$ cat config.mk
export PLATFORM = sky130hd
export DESIGN_NAME = prescaled_timer
export DESIGN_NICKNAME = d
export VERILOG_FILES = /design/src/rtl/ptmr_pkg.sv /design/src/rtl/ptmr_shadow.sv /design/src/rtl/ptmr_prescaler.sv /design/src/rtl/ptmr_counter.sv /design/src/rtl/prescaled_timer.sv
export SDC_FILE = /design/constraint.sdc
export NUM_CORES = 1
export LEC_CHECK = 0
export BUFFER_PORTS_ARGS = -buffer_cell sky130_fd_sc_hd__buf_2
export CORE_MARGIN = 2
export CORE_UTILIZATION = 45
export DETAILED_ROUTE_END_ITERATION = 6
export REMOVE_ABC_BUFFERS = 1
export SLEW_MARGIN = 20
export SYNTH_ARGS = -nofsm -noshare
export SYNTH_HDL_FRONTEND = slang
export SYNTH_SLANG_ARGS = --single-unit
$ cat constraint.sdc
create_clock -name clk -period 3.2 [get_ports clk]
set_input_delay 0.32 -clock clk [delete_from_list [all_inputs] [get_ports clk]]
set_output_delay 0.32 -clock clk [all_outputs]
set_load 0.03 [all_outputs]
$ cat src/rtl/ptmr_pkg.sv
package ptmr_pkg;

  typedef enum logic [2:0] {
    REG_CTRL   = 3'd0,
    REG_LOAD   = 3'd1,
    REG_PRE    = 3'd2,
    REG_VALUE  = 3'd3,
    REG_MATCH  = 3'd4,
    REG_PMATCH = 3'd5,
    REG_STATUS = 3'd6,
    REG_PSCNT  = 3'd7
  } reg_sel_e;

  // enable sits in bit 0, defer_match in bit 6
  typedef struct packed {
    logic defer_match;
    logic defer_load;
    logic rt_keep;
    logic stall;
    logic count_up;
    logic periodic;
    logic enable;
  } ctrl_t;

  localparam int CTRL_W = $bits(ctrl_t);

endpackage

$ cat src/rtl/ptmr_shadow.sv
// Software-visible register paired with the copy the timer actually uses.
module ptmr_shadow #(
  parameter int W = 8
) (
  input  logic         clk,
  input  logic         rst,
  input  logic         wr,
  input  logic         imm,
  input  logic         commit,
  input  logic [W-1:0] din,
  output logic [W-1:0] sw_q,
  output logic [W-1:0] act_q
);

  always_ff @(posedge clk) begin
    if (rst) begin
      sw_q  <= '0;
      act_q <= '0;
    end else begin
      if (wr) sw_q <= din;
      if (wr && imm) begin
        act_q <= din;
      end else if (commit) begin
        act_q <= sw_q;
      end
    end
  end

endmodule

$ cat src/rtl/ptmr_prescaler.sv
module ptmr_prescaler #(
  parameter int PRE_W = 8
) (
  input  logic             clk,
  input  logic             rst,
  input  logic             run,
  input  logic             restart,
  input  logic [PRE_W-1:0] limit,
  output logic [PRE_W-1:0] pcnt,
  output logic             tick
);

  // at-or-above keeps a lowered limit from causing a long wrap
  assign tick = run && (pcnt >= limit);

  always_ff @(posedge clk) begin
    if (rst) begin
      pcnt <= '0;
    end else if (restart) begin
      pcnt <= '0;
    end else if (run) begin
      pcnt <= tick ? '0 : pcnt + 1'b1;
    end
  end

endmodule

$ cat src/rtl/ptmr_counter.sv
module ptmr_counter #(
  parameter int CNT_W = 16
) (
  input  logic             clk,
  input  logic             rst,
  input  logic             tick,
  input  logic             count_up,
  input  logic             force_load,
  input  logic [CNT_W-1:0] force_val,
  input  logic [CNT_W-1:0] limit,
  output logic [CNT_W-1:0] cnt,
  output logic             timeout_ev
);

  logic at_end;

  always_comb begin
    if (count_up) at_end = (cnt >= limit);
    else          at_end = (cnt == '0);
  end

  assign timeout_ev = tick && at_end;

  always_ff @(posedge clk) begin
    if (rst) begin
      cnt <= '1;
    end else if (force_load) begin
      cnt <= force_val;
    end else if (timeout_ev) begin
      cnt <= count_up ? '0 : limit;
    end else if (tick) begin
      cnt <= count_up ? cnt + 1'b1 : cnt - 1'b1;
    end
  end

endmodule

$ cat src/rtl/prescaled_timer.sv
module prescaled_timer #(
  parameter int CNT_W = 16,
  parameter int PRE_W = 8
) (
  input  logic             clk,
  input  logic             rst,
  input  logic             wr_en,
  input  logic [2:0]       wr_addr,
  input  logic [CNT_W-1:0] wr_data,
  input  logic [2:0]       rd_addr,
  output logic [CNT_W-1:0] rd_data,
  input  logic             debug_halt,
  output logic             timeout_flag,
  output logic             match_flag
);
  import ptmr_pkg::*;

  ptmr_pkg::ctrl_t  ctrl_q;
  logic [CNT_W-1:0] load_q;
  logic [CNT_W-1:0] cnt;
  logic [CNT_W-1:0] match_q, match_act;
  logic [PRE_W-1:0] pre_q, pre_act, pmatch_q, pmatch_act, pcnt;
  logic             run, tick, restart, timeout_ev, match_hit;
  logic             w_ctrl, w_load, w_pre, w_value, w_match, w_pmatch, w_status;
  logic             force_load;
  logic [CNT_W-1:0] force_val;
  logic [CNT_W-1:0] rd_next;

  assign w_ctrl   = wr_en && (wr_addr == REG_CTRL);
  assign w_load   = wr_en && (wr_addr == REG_LOAD);
  assign w_pre    = wr_en && (wr_addr == REG_PRE);
  assign w_value  = wr_en && (wr_addr == REG_VALUE);
  assign w_match  = wr_en && (wr_addr == REG_MATCH);
  assign w_pmatch = wr_en && (wr_addr == REG_PMATCH);
  assign w_status = wr_en && (wr_addr == REG_STATUS);

  // halt freezes only with stall set and the real-time bit clear
  assign run = ctrl_q.enable && !(ctrl_q.stall && !ctrl_q.rt_keep && debug_halt);

  // immediate down-count reload on interval or prescale write
  assign force_load = w_value ||
                      ((w_load || w_pre) && !ctrl_q.count_up && !ctrl_q.defer_load);
  assign force_val  = (w_value || w_load) ? wr_data : load_q;
  assign restart    = force_load || timeout_ev;

  always_ff @(posedge clk) begin
    if (rst) begin
      ctrl_q <= '0;
      load_q <= '1;
    end else begin
      if (w_ctrl) begin
        ctrl_q <= ptmr_pkg::ctrl_t'(wr_data[CTRL_W-1:0]);
      end else if (timeout_ev && !ctrl_q.periodic) begin
        ctrl_q.enable <= 1'b0;
      end
      if (w_load) load_q <= wr_data;
    end
  end

  ptmr_shadow #(.W(PRE_W)) u_pre (
    .clk(clk), .rst(rst), .wr(w_pre),
    .imm(ctrl_q.count_up || !ctrl_q.defer_load),
    .commit(timeout_ev), .din(wr_data[PRE_W-1:0]),
    .sw_q(pre_q), .act_q(pre_act)
  );

  ptmr_shadow #(.W(CNT_W)) u_match (
    .clk(clk), .rst(rst), .wr(w_match), .imm(!ctrl_q.defer_match),
    .commit(timeout_ev), .din(wr_data),
    .sw_q(match_q), .act_q(match_act)
  );

  ptmr_shadow #(.W(PRE_W)) u_pmatch (
    .clk(clk), .rst(rst), .wr(w_pmatch), .imm(!ctrl_q.defer_match),
    .commit(timeout_ev), .din(wr_data[PRE_W-1:0]),
    .sw_q(pmatch_q), .act_q(pmatch_act)
  );

  ptmr_prescaler #(.PRE_W(PRE_W)) u_pscl (
    .clk(clk), .rst(rst), .run(run), .restart(restart),
    .limit(pre_act), .pcnt(pcnt), .tick(tick)
  );

  ptmr_counter #(.CNT_W(CNT_W)) u_cnt (
    .clk(clk), .rst(rst), .tick(tick), .count_up(ctrl_q.count_up),
    .force_load(force_load), .force_val(force_val), .limit(load_q),
    .cnt(cnt), .timeout_ev(timeout_ev)
  );

  assign match_hit = run && (cnt == match_act) && (pcnt == pmatch_act);

  always_ff @(posedge clk) begin
    if (rst) begin
      timeout_flag <= 1'b0;
      match_flag   <= 1'b0;
    end else begin
      if (timeout_ev)                   timeout_flag <= 1'b1;
      else if (w_status && wr_data[0])  timeout_flag <= 1'b0;
      if (match_hit)                    match_flag <= 1'b1;
      else if (w_status && wr_data[1])  match_flag <= 1'b0;
    end
  end

  always_comb begin
    case (rd_addr)
      REG_CTRL:   rd_next = CNT_W'(ctrl_q);
      REG_LOAD:   rd_next = load_q;
      REG_PRE:    rd_next = CNT_W'(pre_q);
      REG_VALUE:  rd_next = cnt;
      REG_MATCH:  rd_next = match_q;
      REG_PMATCH: rd_next = CNT_W'(pmatch_q);
      REG_STATUS: rd_next = CNT_W'({match_flag, timeout_flag});
      default:    rd_next = CNT_W'(pcnt);
    endcase
  end

  always_ff @(posedge clk) begin
    if (rst) rd_data <= '0;
    else     rd_data <= rd_next;
  end

endmodule

==> flow_metrics.tcl <==
set metrics [dict create \
    final_max_slew_viol_count 0 \
    start_kind "flip-flop" \
    drv_cap 0 \
    status "complete, no violations" \
    place_inst 1131 \
    avgRoutedWirePerCell_um 20.4 \
    dieWidth_um 133 \
    synth_area_sq_um 7470 \
    design.final.nets 996 \
    coreArea_sq_um 16400 \
    slew_headroom_pct 36.0 \
    netlist_instances 905 \
    yosysTopAreaCellShare_pct 34.6 \
    end_kind "flip-flop" \
    path_clk_slew_ps 60 \
    comb_power_share_pct 13.6 \
    yosysSeqAreaShare_pct 34.6 \
    cp_slowest_cell "fa_1" \
    powerDensity_nw_per_um2 506 \
    drive_gt1_share_pct 13.3 \
    synth_cell_types 68 \
    internal_power_uw 3130 \
    drt_iter0_markers 739 \
    ys_warn_count 0 \
    area_growth_pct 13.4 \
    yosysTopAreaCell "dfxtp_1" \
    synth_edf_count 0 \
    p_sw_uw 1160 \
    max_freq_ghz 0.369 \
    ctsHoldBuffers 0 \
    grt_pass1_wl_mm 37.6 \
    io_buffers 43 \
    fin_tns_setup_ps 0 \
    cts-root-buf "clkbuf_16" \
    postCtsSetupRepairBufs 0 \
    sw_frac_of_total_pct 27.1 \
    ys_ff_latch 129 \
    initial_core_util_pct 45.5 \
    cts.sinks 129 \
    clock_latency_ps 430 \
    via_count 6912 \
    required_ps 3500 \
    fin_crit_ps 2710 \
    drt-total-wl_mm 23.8 \
    ys.flop_type "dfxtp_1" \
    grt.overflow.total 0 \
    final_antenna_net_count 0 \
    cp.arrival_ps 3020 \
    die_area_sq_um 17600 \
    vias_per_cell 5.94 \
    rsz0062_at_grt "no" \
    fillerInstances 1587 \
    antenna_found_initial 0 \
    setup_viol 0 \
    synth_area_leaders "dfxtp_1 35%, nand2_1 6.7%, ha_1 6.5%, mux2i_1 6.4%, a21oi_1 5.3%" \
    cpPeakStageDelay_ps 520 \
    cts_tree "done" \
    crit_path_frequent_cell "nor4b_1" \
    grt_pass1_vias 6463 \
    yosys-top-cells-count "134 x nand2_1, 129 x dfxtp_1, 79 x a21oi_1, 77 x nor2_1, 50 x o21ai_0" \
    drcViolationCount 0 \
    num_io_pins 44 \
    clockPowerShare_pct 46.1 \
    seqPwrFrac_pct 40.3 \
    cts_resized 0 \
    skew_ps 8.51 \
    crit_type "reg -> reg" \
    syn_avg_cell_area_sq_um 8.25 \
    finalHoldViolations 0 \
    place_congestion 0.892 \
    leakagePower_uw 0.00324 \
    grt_max_degree 37 \
    rows 47 \
    cts-htree-levels 4 \
    worstMarginPinSlew_ps 953 \
    drt_first_pass_iters 5 \
    final_cells 1163 \
    diodes 0 \
    hold_path_class "in -> reg" \
    hpwlAfterDp_mm 16.8 \
    grt_use_total_pct 27.8 \
    cts_buffer_depth 2 \
    cp_max_fo 7 \
    crit_path_cell_trace "fa_1 > a211oi_1 > o21ai_1 > a2111oi_0 > nor4_1 > nor4b_1 > nor4b_1 > o31ai_1" \
    peakVddDrop_mv 0.325 \
    die_h_um 133 \
    period_share_pct 84.7 \
    synthArstFlopShare_pct 0 \
    post-synth-top-count-cell "nand2_1" \
    cts_made_buffers 17 \
]
[sequential cells by signal, summed over array words and instances, names as in the netlist]
register,flops
ctrl_q,7
load_q,16
match_flag,1
rd_data,16
timeout_flag,1
u_cnt.cnt,16
u_match.act_q,16
u_match.sw_q,16
u_pmatch.act_q,8
u_pmatch.sw_q,8
u_pre.act_q,8
u_pre.sw_q,8
u_pscl.pcnt,8
[metal layers]
metal	vias to the layer above	routed length (um)	GRT usage, %
met2	240	10300	40.7
met3	38	1300	4.29
met1	3314	11700	41.5
li1	3320	-	-
met5	-	0	0
met4	0	491	8.90
[worst max-delay path, delay by kind of cell, from the launching register on]
kind | cells | cell delay, ps
adders and majority gates | 1 | 520
AOI/OAI and AO/OA | 4 | 990
DFF | 1 | 420
and+or+nand+nor | 3 | 670
[stage by stage]
stage / power (uW) / util [%] / hold WS [ps] / setup WS (ps) / cell area, sq um
final: 4290 / 51.6 / 175 / 488 / 8460
after global routing: 4440 / 51.6 / 180 / 135 / 8460
after CTS: 4280 / 51.6 / 166 / 533 / 8460
after detailed placement: 2330 / 47.9 / 463 / 553 / 7860
after global placement: 2330 / 47.9 / 458 / 588 / 7860
after floorplan: 2100 / - / 389 / 382 / 7210
[layout by cell type (no fill, tap or decap), drive strengths merged, types with 20 or more instances in the layout]
master and count:
dfxtp 129, nand2 135, mux2i 48, clkbuf 24
inv 31, xnor2 23, a21oi 81, buf 62
xor2 20, a211oi 29, o21ai 52, nor2 78
ha 39
[path summary, 6_finish.rpt]
kind                         start                to  slack, ps  cells after the start
setup / recovery      u_cnt.cnt[0]     u_cnt.cnt[14]        490                      8
hold / removal         wr_data[11]  u_match.sw_q[11]        170                      3
setup reg to reg      u_cnt.cnt[0]     u_cnt.cnt[14]        490                      8
hold reg to reg   u_match.sw_q[10]  u_match.sw_q[10]        470                      2
[cells by family after synthesis]
| group | count (synthesis) | share of synthesized area [%] |
|---|---|---|
| compound gates | 260 | 23.4 |
| mux | 59 | 8.09 |
| flops | 129 | 34.6 |
| buf+inv | 88 | 5.01 |
| fa+ha+maj | 41 | 6.94 |
| xor+xnor | 43 | 5.04 |
| simple gates | 285 | 16.9 |
[power groups by stage]
stage	Clock, uW	Sequential (uW)	Combinational, uW
after detailed placement	0	1760	570
after floorplan	0	1760	336
final	1980	1730	582
after global placement	0	1760	569
after CTS	1980	1720	574
after global routing	2070	1730	640
[area by class of cell]
| type | instances | area [sq um] | share of cell area [%] |
|---|---|---|---|
| inverter | 32 | 120 | 1.42 |
| clock buffer | 24 | 502 | 5.93 |
| timing repair buffer | 62 | 370 | 4.38 |
| clock inverter | 8 | 101 | 1.20 |
| multi-input combinational | 688 | 4510 | 53.3 |
| tap | 220 | 275 | 3.25 |
| sequential | 129 | 2580 | 30.5 |
No activity file was read; power rests on OpenSTA's default activity.
